===== config.mk =====
export PLATFORM = sky130hd
export DESIGN_NAME = spi_baud_gen
export DESIGN_NICKNAME = d
export VERILOG_FILES = /design/src/rtl/baud_cfg_latch.sv /design/src/rtl/baud_prescale.sv /design/src/rtl/baud_toggle.sv /design/src/rtl/spi_baud_gen.sv
export SDC_FILE = /design/constraint.sdc
export NUM_CORES = 1
export LEC_CHECK = 0
export CAP_MARGIN = 20
export CORE_UTILIZATION = 40
export CTS_CLUSTER_SIZE = 40
export DETAILED_ROUTE_END_ITERATION = 7
export DONT_BUFFER_PORTS = 1
export SYNTH_ARGS = -nofsm -noshare
export SYNTH_HDL_FRONTEND = slang
export SYNTH_SLANG_ARGS = --single-unit

===== constraint.sdc =====
create_clock -name clk -period 1.3 [get_ports clk]
set_input_delay 0.13 -clock clk [delete_from_list [all_inputs] [get_ports clk]]
set_output_delay 0.13 -clock clk [all_outputs]
set_load 0.03 [all_outputs]

===== src/rtl/baud_cfg_latch.sv =====
module baud_cfg_latch #(
  parameter int CFG_W    = 32,
  parameter int MOD_W    = 4,
  parameter int MOD_LSB  = 24,
  parameter int SLOW_BIT = 28
) (
  input  logic             clk,
  input  logic             rst_n,
  input  logic             load,
  input  logic [CFG_W-1:0] cfg_word,
  output logic             slow_o,
  output logic [MOD_W-1:0] mod_o
);
  always_ff @(posedge clk or negedge rst_n) begin
    if (!rst_n) begin
      slow_o <= 1'b0;
      mod_o  <= '0;
    end else if (load) begin
      slow_o <= cfg_word[SLOW_BIT];
      mod_o  <= cfg_word[MOD_LSB +: MOD_W];
    end
  end


  cfg_hold_chk: assert property (@(posedge clk) disable iff (!rst_n)
    !load |=> ($stable(slow_o) && $stable(mod_o)));
endmodule


===== src/rtl/baud_prescale.sv =====
module baud_prescale #(
  parameter int PRE_W = 4
) (
  input  logic clk,
  input  logic rst_n,
  input  logic run,
  input  logic slow,
  output logic tick_o
);
  logic             half_q;
  logic [PRE_W-1:0] sub_q;
  logic             base_tick;

  assign base_tick = run & half_q;
  assign tick_o    = base_tick & (~slow | (&sub_q));

  always_ff @(posedge clk or negedge rst_n) begin
    if (!rst_n) begin
      half_q <= 1'b0;
      sub_q  <= '0;
    end else if (!run) begin
      half_q <= 1'b0;
      sub_q  <= '0;
    end else begin
      half_q <= ~half_q;
      if (base_tick && slow) sub_q <= sub_q + 1'b1;
    end
  end


  idle_clear_chk: assert property (@(posedge clk) disable iff (!rst_n)
    !run |=> (!half_q && sub_q == '0));
endmodule


===== src/rtl/baud_toggle.sv =====
module baud_toggle #(
  parameter int MOD_W = 4
) (
  input  logic             clk,
  input  logic             rst_n,
  input  logic             run,
  input  logic             tick,
  input  logic [MOD_W-1:0] mod_lim,
  output logic             rise_o,
  output logic             fall_o,
  output logic             level_o
);
  logic [MOD_W-1:0] cnt_q;
  logic             wrap;

  assign wrap = tick & (cnt_q == mod_lim);

  always_ff @(posedge clk or negedge rst_n) begin
    if (!rst_n) begin
      cnt_q   <= '0;
      level_o <= 1'b0;
      rise_o  <= 1'b0;
      fall_o  <= 1'b0;
    end else if (!run) begin
      cnt_q   <= '0;
      level_o <= 1'b0;
      rise_o  <= 1'b0;
      fall_o  <= 1'b0;
    end else begin
      if (tick) cnt_q <= wrap ? '0 : cnt_q + 1'b1;
      if (wrap) level_o <= ~level_o;
      rise_o <= wrap & ~level_o;
      fall_o <= wrap & level_o;
    end
  end


  cnt_bound_chk: assert property (@(posedge clk) disable iff (!rst_n)
    cnt_q <= mod_lim);

  strobe_excl_chk: assert property (@(posedge clk) disable iff (!rst_n)
    $onehot0({rise_o, fall_o}));

  rise_level_chk: assert property (@(posedge clk) disable iff (!rst_n)
    rise_o |-> level_o);

  fall_level_chk: assert property (@(posedge clk) disable iff (!rst_n)
    fall_o |-> !level_o);

  idle_quiet_chk: assert property (@(posedge clk) disable iff (!rst_n)
    !run |=> (!rise_o && !fall_o && !level_o));
endmodule


===== src/rtl/spi_baud_gen.sv =====
module spi_baud_gen #(
  parameter int CFG_W    = 32,
  parameter int MOD_W    = 4,
  parameter int MOD_LSB  = 24,
  parameter int SLOW_BIT = 28,
  parameter int PRE_W    = 4
) (
  input  logic             clk,
  input  logic             rst_n,
  input  logic             eng_en,
  input  logic             cmd_load,
  input  logic [CFG_W-1:0] cfg_word,
  output logic             sck_rise_o,
  output logic             sck_fall_o,
  output logic             sck_level_o
);
  logic             run;
  logic             slow_lat;
  logic [MOD_W-1:0] mod_lat;
  logic             pre_tick;

  assign run = eng_en & ~cmd_load;

  baud_cfg_latch #(
    .CFG_W(CFG_W), .MOD_W(MOD_W), .MOD_LSB(MOD_LSB), .SLOW_BIT(SLOW_BIT)
  ) cfg_i (
    .clk(clk), .rst_n(rst_n), .load(cmd_load), .cfg_word(cfg_word),
    .slow_o(slow_lat), .mod_o(mod_lat)
  );

  baud_prescale #(.PRE_W(PRE_W)) pre_i (
    .clk(clk), .rst_n(rst_n), .run(run), .slow(slow_lat), .tick_o(pre_tick)
  );

  baud_toggle #(.MOD_W(MOD_W)) tog_i (
    .clk(clk), .rst_n(rst_n), .run(run), .tick(pre_tick), .mod_lim(mod_lat),
    .rise_o(sck_rise_o), .fall_o(sck_fall_o), .level_o(sck_level_o)
  );
endmodule


* After elaboration in Yosys (flattened, before gate mapping)
Index checks and enable logic that the tools add are counted. Widths: inputs -> output; s select.
Cells by class: equality and inequality tests 4, add/subtract/negate cells 2, mux-type cells 10, reductions and logical operators 2, bitwise operators 11
Operators by type and width (count):
- $mux 4 | 5
- $add 4x1->4 const B | 2
- $and 1x1->1 | 6
- $mux 1 | 5
- $eq 4x4->1 | 1
- $ne 2x1->1 const B | 2
- $not 1->1 | 4
- $reduce_and 4->1 | 1
- $ne 2x2->1 const B | 1
- $logic_and 1x1->1 | 1
- $or 1x1->1 | 1
Storage, ports and cells: input bits 36, output and inout port bits 3, logic and storage cells 37, flip-flop bits (word level) 17

* Depth between registers and ports, before layout
Gate-level depths: netlist (run 1).
depth in word-level cells 8, mapped depth 6, gate-level depth less buffers 5

* By module
A second synthesis (run 1) with hierarchy kept.
Second synthesis, totals: cells, all modules 73, area, all modules 832.0 um^2
Modules (own cells, without submodules):
- baud_toggle | seq. area each 175.2 um^2, times used 1, area an instance 395.4 um^2, cells each 39
- baud_prescale | seq. area each 125.1 um^2, times used 1, area an instance 241.5 um^2, cells each 23
- baud_cfg_latch | seq. area each 125.1 um^2, times used 1, area an instance 181.4 um^2, cells each 10
- spi_baud_gen | seq. area each 0.0 um^2, times used 1, area an instance 13.8 um^2, cells each 1

* Worst setup path before layout (run 1)
OpenSTA, ideal clock, no wires.
kind register to register, from register pre_i.sub_q[0], to register tog_i.cnt_q[2], required time 1223 ps, library setup time 77 ps, stages on the path, launching flop included 6, buffers on the path 0, data arrival time 1260 ps, setup slack -37 ps, period minus slack after synthesis 1337 ps, cells stage by stage dfrtp_1 > ha_1 > and3_1 > o21ai_2 > o21ai_0 > a21oi_1
Between the ends: longest elaborated chain between the ends 7, elaborated cells on any way between the ends 8, those cells by class eq/ne (1); mux (3); bitwise (3); reduce/logical (1)
RTL lines:
- from (decl) | line baud_prescale.sv:11 | logic [PRE_W-1:0] sub_q;
- from (signal assigned) | line baud_prescale.sv:26 | if (base_tick && slow) sub_q <= sub_q + 1'b1;
- $reduce_and 4->1 * | line baud_prescale.sv:15 | assign tick_o = base_tick & (~slow | (&sub_q));
- $or 1x1->1 * | line baud_prescale.sv:15
- $and 1x1->1 * | line baud_prescale.sv:15
- $and 1x1->1 | line baud_toggle.sv:16 | assign wrap = tick & (cnt_q == mod_lim);
- $mux 4 (2 in a row) | line baud_toggle.sv:30 | if (tick) cnt_q <= wrap ? '0 : cnt_q + 1'b1;
- $mux 4 | line baud_toggle.sv:24 | end else if (!run) begin
- to (signal assigned) | line baud_toggle.sv:30
- to (decl) | line baud_toggle.sv:13 | logic [MOD_W-1:0] cnt_q;
Mark *: on every way between the ends. The rest lies on a longest branch, timed or not. The select of a mux whose other input is x is not followed. A chain may end at the register's enable or synchronous reset.

* Final worst setup path (run 1)
from register pre_i.sub_q[0], to register tog_i.level_o
Between the ends: longest elaborated chain between the ends 5
RTL lines:
- $reduce_and 4->1 | line baud_prescale.sv:15
- $or 1x1->1 | line baud_prescale.sv:15
- $and 1x1->1 | line baud_prescale.sv:15
- $and 1x1->1 | line baud_toggle.sv:16
- $ne 2x1->1 (no line)
- to (signal assigned) | line baud_toggle.sv:31 | if (wrap) level_o <= ~level_o;
- to (decl) | line baud_toggle.sv:11 | output logic level_o
No other way between the ends.

==> results of run 1 <==
[layout make-up]
class / count / area share, %
Multi-Input combinational cell: 52 / 40.0
Sequential cell: 17 / 38.6
Timing Repair Buffer: 20 / 15.5
Tap cell: 25 / 2.83
Clock buffer: 4 / 2.38
Inverter: 2 / 0.680
[power by group through the flow]
stage	registers (W)	logic [W]	clock network (W)
2_1_floorplan	0.000572	0.0000666	0
3_3_place_gp	0.000575	0.0000800	0
3_5_place_dp	0.000576	0.0000812	0
4_1_cts	0.000570	0.000128	0.000299
5_1_grt	0.000572	0.000144	0.000321
6_report	0.000570	0.000132	0.000292
[cell usage in the layout, fill, tap and decap left out, types with 2 or more instances in the layout]
cell type	synthesis	final
nand2b_1	2	2
a21oi_1	5	5
buf_4	0	12
xnor2_2	1	4
mux2_2	4	4
xor2_1	2	2
o21ai_0	3	2
o211ai_1	2	2
dfrtp_1	17	16
nand3_1	6	5
inv_1	2	2
nand2_1	6	6
nor2_1	3	3
clkbuf_4	0	3
dlygate4sd3_1	0	7
[metal layers]
metal / vias up / part of all wire [%]
met2: 26 / 49
met5: - / 0
met1: 313 / 46
li1: 304 / -
met4: 0 / 1.8
met3: 6 / 3.8
[through the flow]
| stage | utilization [%] | TNS, ps | hold slack (ps) | cells | cell area [um^2] |
|---|---|---|---|---|---|
| 3_3_place_gp | 50.8 | -249 | -165 | 106 | 925 |
| 3_5_place_dp | 50.8 | -328 | -165 | 106 | 925 |
| 4_1_cts | 59.4 | -73.1 | 45.2 | 119 | 1080 |
| 6_report | 60.7 | -166 | 73.4 | 120 | 1100 |
| 2_1_floorplan | - | 0 | -166 | 73 | 828 |
| 5_1_grt | 60.7 | -499 | 93.9 | 120 | 1100 |
[worst min-delay path, cell delays in order]
cell and delay [ps]:
nor2b_1 50, nand2_1 70, o211ai_1 70
[cells by family (layout without fill, tap and decap cells)]
kind of cell | Yosys count | after routing | share of synthesized area (%)
simple gates | 27 | 27 | 19.9
flops | 17 | 17 | 52.1
compound gates | 13 | 13 | 9.82
xor+xnor | 6 | 6 | 7.36
mux | 4 | 4 | 5.52
buf+inv | 4 | 26 | 2.15
fa+ha+maj | 2 | 2 | 3.07
[flip-flops by register name, indices dropped and copies added, names as in the netlist]
register	flops
pre_i.sub_q	4
cfg_i.mod_o	4
tog_i.cnt_q	4
cfg_i.slow_o	1
pre_i.half_q	1
tog_i.level_o	1
tog_i.rise_o	1
tog_i.fall_o	1
[repair_timing]
action | in CTS | in global routing
pin swaps | 5 | 1
hold buffers | 7 | 0
endpoints found under the setup margin | 7 | 8
setup buffers | 2 | 1
resized for setup | 8 | 4
hold endpoints to repair | 22 | 0
[worst max path at each step]
stage	end	slack [ps]	cells after the start
2_1_floorplan	tog_i.level_o	2	5
3_3_place_gp	tog_i.level_o	-80	4
3_5_place_dp	tog_i.level_o	-90	4
4_1_cts	tog_i.level_o	-20	5
5_1_grt	tog_i.cnt_q[1]	-110	5
6_report	tog_i.level_o	-60	5
==> summary.md, run 1 <==
| Metric | Value |
|---|---|
| RSZ-0062 raised after global routing | `true` |
| Sink Count | `17` |
| VDD IR max | `~0.62 mV` |
| CP max FO | `6` |
| Met3 Usage GRT | `3.46%` |
| Worst r2r src | `pre_i.sub_q[0]` |
| Critical path launch point | `pre_i.sub_q[0]` |
| Hold Crit Start | `cmd_load` |
| CTS buffer count | `3` |
| Tmin final | `1360 ps` |
| Vias in the first global route | `656` |
| Met1 global-route usage | `23.6%` |
| Clock power frac | `29.3%` |
| CTS tree | `done` |
| H-tree Lvls | `1` |
| Post-synth top cells | `dfrtp_1 (17), nand2_1 (6), nand3_1 (6), a21oi_1 (5), mux2_2 (4)` |
| Pleak | `about 0.46 nW` |
| Failing checks | `negative setup slack` |
| Worst-margin pin slew | `747 ps` |
| Reg2reg path depth | `5` |
| Multi-input logic area | `442 um^2` |
| Top-area cell type share of the netlist area | `52.1%` |
| Ranking of synthesized cells by area | `dfrtp_1 (52%), mux2_2 (5.5%), nand3_1 (3.7%), xnor2_1 (3.2%), a21oi_1 (3.1%)` |
| Mapped Area | `816 um^2` |
| Most common cell in the netlist | `dfrtp_1` |
| Unique masters post-synth | `28` |
| Gr usage total | `between 10% and 20%` |
| Final setup fails | `5` |
| Dpl ws | `-85.7 ps` |
| Final hold vios | `0` |
| DR vias | `649` |
| Clk_skew | `3.31 ps` |
| Crit path cell chain | `ha_2, and3_4, o21ai_4, nor4_4, nand2b_1` |
| Share of cells above drive strength 1 | `35.8%` |
| DIE HEIGHT | `around 47 um` |
| Worst hold path depth | `3` |
| CTS Buffer Depth | `2` |
| Die area | `0.00222 mm^2` |
| Core area | `0.00182 mm^2` |
| Register area | `427 um^2` |
| Area Overhead vs Synth | `35.4%` |
| Fillers | `roughly 160` |
| Starting Density | `between 40% and 50%` |
| R2r setup slk | `-60 ps` |
| First-pass GRT wire length | `between 2000 and 3000 um` |
| Largest net degree at the start of global routing | `18` |
| WL/cell | `roughly 15 um` |
| Switching power | `0.000260 W` |
| Worst min-delay path category | `primary input to flop` |
| CP arrival | `between 1500 and 2000 ps` |
| Rows | `15` |
| # Max-Cap Violations | `0` |
| Met2 Resource Use GR | `33.3%` |
| Syn_nets | `111` |
| Initial drt markers | `9` |
| Synth Warn # | `0` |
| Reg2reg end | `tog_i.level_o` |
| Sequential fraction of the synthesis area | `about 52%` |
| Comb pwr share | `13.3%` |
| Post-synth EDFFs | `0` |
| N_diodes | `0` |
| Placer Congestion | `0.720` |
| Rel. slew slack | `between 50% and 60%` |
| Mapped Cells | `73` |
| I/O pins | `39` |
| Ys flop type | `dfrtp_1` |
| Synth area leader | `dfrtp_1` |
| Status | `complete, but fails checks` |
| Slowest cell on crit path | `dfrtp_1` |
| Slew Viols, Final | `0` |
| Root buf cell | `clkbuf_4` |
| Drc violations | `0` |
| Worst skew pair latency | `roughly 290 ps` |
| Port Buffers | `0` |
| Initial antenna violation count | `0` |
| Routed wire length | `1770 um` |
| Vias/cell | `5.41` |
| Seq pwr share | `57.4%` |
| Nets | `approximately 130` |
| Die X | `approximately 47 um` |
| Worst Setup End Kind | `flop` |
| Cell area power density | `900 mW/mm^2` |
| Final worst setup slack | `-59.5 ps` |
| Internal power | `0.000734 W` |
| F_max | `0.736 GHz` |
| Critical path type | `flop to flop` |
| Flip-flop and latch count after synthesis | `17` |
| CP max stage delay | `410 ps` |
| Total grt overflow | `0` |
| Switching share of power | `approximately a quarter` |
| Crit path max-delay family | `simple AND/OR/NAND/NOR gates` |
| CP bufs+invs | `0` |
| Async set-reset flop share out of synthesis | `100%` |
| Syn_area_per_cell | `11.2 um^2` |
| Estimated wirelength of the detail-placed design | `about 1100 um` |
| Routed Antenna Nets | `0` |
| Total power | `0.000994 W` |
| Worst Path Required | `between 1000 and 1500 ps` |
| Layer carrying the most global-route usage | `met2` |
| Hold Crit Endpoint | `tog_i.cnt_q[3]` |
| Period utilisation layout | `105%` |
| Startpoint types | `flop` |
| CTS clk-pin slew, worst paths | `100 ps` |
| Pre-antenna DRT Iters | `4` |
(Power assumes the default switching activity.)
==> run 2: changes to the inputs <==
--- a/config.mk
+++ b/config.mk
@@ -10,6 +10,7 @@
 export CTS_CLUSTER_SIZE = 40
 export DETAILED_ROUTE_END_ITERATION = 7
 export DONT_BUFFER_PORTS = 1
+export HOLD_SLACK_MARGIN = 0.08
 export SYNTH_ARGS = -nofsm -noshare
 export SYNTH_HDL_FRONTEND = slang
 export SYNTH_SLANG_ARGS = --single-unit
==> run 2 against run 1 <==
Against the previous run: the flow still finishes with violations (negative setup slack); power grew 0.17%; largest power group unchanged; utilization is the same; fmax shrank 0.43%; highest routed layer unchanged; global-route usage is the same.
==> summary.md, run 2 (synthesized netlist as in run 1, its figures left out) <==
| Metric | Value |
|---|---|
| Core area | `0.00182 mm^2 (unchanged)` |
| Placer Congestion | `0.720 (unchanged)` |
| Tmin final | `1370 ps (+5.86 ps)` |
| CP max stage delay | `410 ps (about the same)` |
| Crit path max-delay family | `simple AND/OR/NAND/NOR gates` |
| # Max-Cap Violations | `0 (unchanged)` |
| Cell area power density | `901 mW/mm^2 (+0.17%)` |
| Worst Path Required | `1490 ps (about the same)` |
| Root buf cell | `clkbuf_4` |
| Final setup fails | `5 (unchanged)` |
| Nets | `134 (unchanged)` |
| Routed wire length | `1760 um (-0.90%)` |
| CTS Buffer Depth | `2 (unchanged)` |
| Fin cells | `120 (unchanged)` |
| Largest net degree at the start of global routing | `18 (unchanged)` |
| Critical path type | `flop to flop` |
| Final worst setup slack | `-65.4 ps (-5.86 ps)` |
| Worst skew pair latency | `300 ps (about the same)` |
| Vias in the first global route | `655 (-0.15%)` |
| N_diodes | `0 (unchanged)` |
| Worst min-delay path category | `primary input to flop` |
| CTS tree | `done` |
| I/O pins | `39 (unchanged)` |
| Die area | `0.00222 mm^2 (unchanged)` |
| CP max FO | `6 (unchanged)` |
| Hold Crit Start | `eng_en` |
| DR vias | `634 (-2.3%)` |
| Drc violations | `0 (unchanged)` |
| Crit path cell chain | `ha_2, and3_4, o21ai_4, nor4_4, nand2b_1` |
| Worst-margin pin slew | `749 ps (+1.35 ps)` |
| Commonest non-fill, non-tap cell in the layout | `dfrtp_1` |
| Biggest regs | `cfg_i.mod_o (4), pre_i.sub_q (4), tog_i.cnt_q (4)` |
| Starting Density | `44.8% (unchanged)` |
| Die X | `47.2 um (unchanged)` |
| Period utilisation layout | `105% (+0.45 points)` |
| Slowest cell on crit path | `dfrtp_1` |
| Worst r2r src | `pre_i.sub_q[0]` |
| Startpoint types | `flop` |
| Clk_skew | `4.50 ps (+1.20 ps)` |
| CP arrival | `1560 ps (about the same)` |
| CP bufs+invs | `0 (unchanged)` |
| Failing checks | `negative setup slack` |
| Total grt overflow | `0 (unchanged)` |
| First-pass GRT wire length | `2870 um (+0.74%)` |
| DIE HEIGHT | `47.2 um (unchanged)` |
| Final hold vios | `0 (unchanged)` |
| Port Buffers | `0 (unchanged)` |
| Rows | `15 (unchanged)` |
| Initial antenna violation count | `0 (unchanged)` |
| CTS buffer count | `3 (unchanged)` |
| Share of cells above drive strength 1 | `35.8% (unchanged)` |
| F_max | `0.732 GHz (-0.43%)` |
| Worst Hold Margin | `173 ps (+100 ps)` |
| Initial drt markers | `9 (unchanged)` |
| Slew Viols, Final | `0 (unchanged)` |
| WL/cell | `14.6 um (-0.90%)` |
| H-tree Lvls | `1 (unchanged)` |
| Routed Antenna Nets | `0 (unchanged)` |
| Sink Count | `17 (unchanged)` |
| Worst Setup End Kind | `flop` |
| Rel. slew slack | `49.9% (-0.091 points)` |
| Final Util | `60.7% (unchanged)` |
| RSZ-0062 raised after global routing | `true` |
| Pre-antenna DRT Iters | `4 (unchanged)` |
| Gr usage total | `19.6% (unchanged)` |
| Placed cells | `106 (unchanged)` |
| Estimated wirelength of the detail-placed design | `1070 um (unchanged)` |
| Most frequent cells in the layout | `dfrtp_1 (16), buf_4 (12), dlygate4sd3_1 (7), nand2_1 (6)` |
| Critical path launch point | `pre_i.sub_q[0]` |
| CTS clk-pin slew, worst paths | `100 ps (about the same)` |
| Area Overhead vs Synth | `35.4% (unchanged)` |
| Status | `complete, but fails checks` |
| Pleak | `0.457 nW (unchanged)` |
| VDD IR max | `0.624 mV (+0.65%)` |
| Vias/cell | `5.28 (-2.3%)` |
## run 2: cell counts in the layout (fill, tap and decap cells not counted)
No cell type changed its count.
## run 2: where the power goes
part | total [W] | internal (W) | leakage [nW] | switching (W)
clock network | 0.000294 | 0.000120 | 0.0150 | 0.000174
registers | 0.000570 | 0.000547 | 0.224 | 0.0000221
logic | 0.000132 | 0.0000667 | 0.218 | 0.0000657
## run 2: metrics by stage
step                setup slack (ps)  setup TNS, ps  power, W  cell area, um^2
finish                         -65.4           -201  0.000996             1100
CTS                            -22.3          -73.1  0.000998             1080
detailed placement             -85.7           -328  0.000657              925
floorplan                       1.78              0  0.000639              828
global route                    -110           -499   0.00104             1100
global placement               -77.5           -249  0.000655              925
## run 2: worst paths after layout
check                                  to  slack [ps]  cells after the start
setup / recovery            tog_i.level_o         -70                      5
hold / removal             tog_i.cnt_q[3]         170                      3
setup reg to reg            tog_i.level_o         -70                      5
hold reg to reg              pre_i.half_q         550                      1
max in group asynchronous    pre_i.half_q         460                      1
min in group asynchronous  pre_i.sub_q[3]         330                      1
## run 2: area by class of cell
class | count | area, um^2
Multi-Input combinational cell | 52 | 442
Tap cell | 25 | 31.3
Fill cell | 158 | 716
Clock buffer | 4 | 26.3
Inverter | 2 | 7.51
Sequential cell | 17 | 427
Timing Repair Buffer | 20 | 171
## run 2: what timing repair did
| item | 4_1_cts | 5_1_grt |
|---|---|---|
| pin swaps | 5 | 1 |
| buffers inserted | 2 | 1 |
| hold endpoints to repair | 24 | 0 |
| resized for setup | 8 | 4 |
| setup endpoints to repair | 7 | 8 |
| hold buffers | 7 | 0 |
## run 2: routing by layer
layer | wire length (um) | GRT usage [%]
met3 | 58 | 3.46
met5 | 0 | 0
met2 | 852 | 33.3
met1 | 817 | 23.6
met4 | 26 | 10.3
## run 2: worst min-delay path: cells and delay by family
kind | cells | cell delay [ps]
AND/OR/NAND/NOR | 2 | 230
AO/OA/AOI/OAI | 1 | 70
==> run 3: changes to the inputs <==
--- a/config.mk
+++ b/config.mk
@@ -11,6 +11,7 @@
 export DETAILED_ROUTE_END_ITERATION = 7
 export DONT_BUFFER_PORTS = 1
 export HOLD_SLACK_MARGIN = 0.08
+export REMOVE_ABC_BUFFERS = 1
 export SYNTH_ARGS = -nofsm -noshare
 export SYNTH_HDL_FRONTEND = slang
 export SYNTH_SLANG_ARGS = --single-unit
==> run 3 against run 2 <==
Against the previous run: the run still ends with negative setup slack left; cell count rose by 1.7%; fmax is 1.7% higher; sequential power is 0.7% lower; worst setup slack better by 23 ps; clock-buffer cell count decreased by 1; worst hold slack lost 80 ps; first-iteration DRC count is 22% lower; sequential share of layout area is 0.20 points lower.
==> summary.md, run 3 (synthesized netlist as in run 1, its figures left out) <==
| Metric | Value |
|---|---|
| Nets | `136 (+1.5%)` |
| Biggest regs | `cfg_i.mod_o (4), pre_i.sub_q (4), tog_i.cnt_q (4)` |
| # Max-Cap Violations | `0 (unchanged)` |
| Vias in the first global route | `586 (-11%)` |
| Gr usage total | `17.9% (-1.7 points)` |
| Area Overhead vs Synth | `35.7%` |
| Total grt overflow | `0 (unchanged)` |
| Tmin final | `1340 ps (-22.7 ps)` |
| Starting Density | `44.8% (unchanged)` |
| Rows | `15 (unchanged)` |
| Largest net degree at the start of global routing | `18 (unchanged)` |
| Most frequent cells in the layout | `dfrtp_1 (17), buf_4 (13), dlygate4sd3_1 (8), nand3_1 (6), nand2_1 (5)` |
| CP max FO | `6 (unchanged)` |
| Critical path type | `flop to flop` |
| Worst skew pair latency | `280 ps (-20 ps)` |
| R2r setup slk | `-40 ps (+20 ps)` |
| CP arrival | `1570 ps (about the same)` |
| Root buf cell | `clkbuf_4` |
| First-pass GRT wire length | `2630 um (-8.4%)` |
| Reg2reg end | `tog_i.level_o` |
| Worst Hold Margin | `93.7 ps (-79.8 ps)` |
| Worst-margin pin slew | `737 ps (-11.5 ps)` |
| DR vias | `628 (-0.95%)` |
| VDD IR max | `1.03 mV (+65%)` |
| TNS Setup | `-65.5 ps (+135 ps)` |
| Final worst setup slack | `-42.6 ps (+22.7 ps)` |
| Hold Crit Endpoint | `tog_i.cnt_q[3]` |
| Hold Crit Start | `cmd_load` |
| N_diodes | `0 (unchanged)` |
| WL/cell | `12.5 um (-14%)` |
| Reg2reg path depth | `6 (+1)` |
| Dpl ws | `-86.0 ps (-0.255 ps)` |
| Share of cells above drive strength 1 | `38.1% (+2.4 points)` |
| Vias/cell | `5.15 (-2.6%)` |
| Die X | `47.2 um (unchanged)` |
| F_max | `0.745 GHz (+1.7%)` |
| H-tree Lvls | `1 (unchanged)` |
| Initial drt markers | `7 (-2)` |
| Fillers | `164 (+3.8%)` |
| Status | `complete, but fails checks` |
| Final hold vios | `0 (unchanged)` |
| CTS Buffer Depth | `2 (unchanged)` |
| Routed wire length | `1530 um (-13%)` |
| CTS clk-pin slew, worst paths | `90 ps (about the same)` |
| Slew Viols, Final | `0 (unchanged)` |
| Drc violations | `0 (unchanged)` |
| Final setup fails | `3 (-2)` |
| Placer Congestion | `0.716 (-0.58%)` |
| Startpoint types | `flop` |
| Pre-antenna DRT Iters | `3 (-1)` |
| Worst Path Required | `1530 ps (+40 ps)` |
| RSZ-0062 raised after global routing | `true` |
| CTS buffer count | `3 (unchanged)` |
| Cell area power density | `885 mW/mm^2 (-1.8%)` |
| Pleak | `0.471 nW (+3.0%)` |
| Period utilisation layout | `103% (-1.7 points)` |
| CTS tree | `done` |
| DIE HEIGHT | `47.2 um (unchanged)` |
| Worst min-delay path category | `primary input to flop` |
| I/O pins | `39 (unchanged)` |
| Commonest non-fill, non-tap cell in the layout | `dfrtp_1` |
| Sink Count | `17 (unchanged)` |
| Die area | `0.00222 mm^2 (unchanged)` |
| Worst Setup End Kind | `flop` |
| Total power | `0.000980 W (-1.5%)` |
| Core area | `0.00182 mm^2 (unchanged)` |
| Rel. slew slack | `50.7% (+0.77 points)` |
| Worst r2r src | `pre_i.sub_q[0]` |
| Port Buffers | `0 (unchanged)` |
| Routed Antenna Nets | `0 (unchanged)` |
| Failing checks | `negative setup slack` |
| Worst hold path depth | `3 (unchanged)` |
| Clk_skew | `1.18 ps (-3.32 ps)` |
| Initial antenna violation count | `0 (unchanged)` |
| Estimated wirelength of the detail-placed design | `1040 um (-2.8%)` |
| Final Util | `60.8% (+0.14 points)` |
## run 3: worst max-delay path by stage
stage	start	to	slack, ps	depth (start not counted)
after floorplan	pre_i.sub_q[0]	tog_i.cnt_q[2]	-40	5
after detailed placement	cfg_i.mod_o[0]	tog_i.level_o	-90	4
final	pre_i.sub_q[0]	tog_i.level_o	-40	6
after CTS	pre_i.sub_q[0]	tog_i.level_o	-8	6
after global routing	pre_i.sub_q[1]	tog_i.level_o	-100	6
after global placement	cfg_i.mod_o[0]	tog_i.level_o	-70	4
## run 3: layout make-up
cell class	count	area (um^2)	share of cell area [%]
sequential	17	425	38.4
clock buffer	3	22.5	2.03
multi-input combinational	52	427	38.5
inverter	2	7.51	0.678
tap	25	31.3	2.82
timing repair buffer	22	189	17.1
clock inverter	1	5.00	0.452
## run 3: repair_timing
action,CTS,global route
hold endpoints to repair,24,0
setup buffers,0,3
endpoints found under the setup margin,7,7
hold buffers,8,0
gates resized for setup,7,7
pin swaps,2,5
cloned,0,0
## run 3: worst max-delay path, cell delays in order, from the launching register on
cell	delay, ps
dfrtp_1	370
ha_2	190
and3_4	190
o21ai_2	50
buf_6	140
nor4_4	220
nand2b_1	130
## run 3: power by group
group          total [W]  switching, W  internal [W]  leakage (nW)
sequential      0.000566     0.0000193      0.000547         0.226
combinational   0.000142     0.0000658     0.0000758         0.227
clock           0.000273      0.000158      0.000114        0.0177
## run 3: layer usage
metal | global-route usage, % | wire length [um] | part of all wire [%] | up-vias
li1 | - | - | - | 313
met1 | 24.3 | 712 | 47 | 298
met2 | 26.7 | 725 | 47 | 15
met3 | 6.92 | 77 | 5.0 | 2
met4 | 5.14 | 15 | 0.98 | 0
met5 | 0 | 0 | 0 | -
## run 3: stage by stage
step / cell area [um^2] / cells
final: 1110 / 122
after global routing: 1110 / 122
after CTS: 1070 / 119
after detailed placement: 920 / 107
after global placement: 920 / 107
after floorplan: 806 / 71
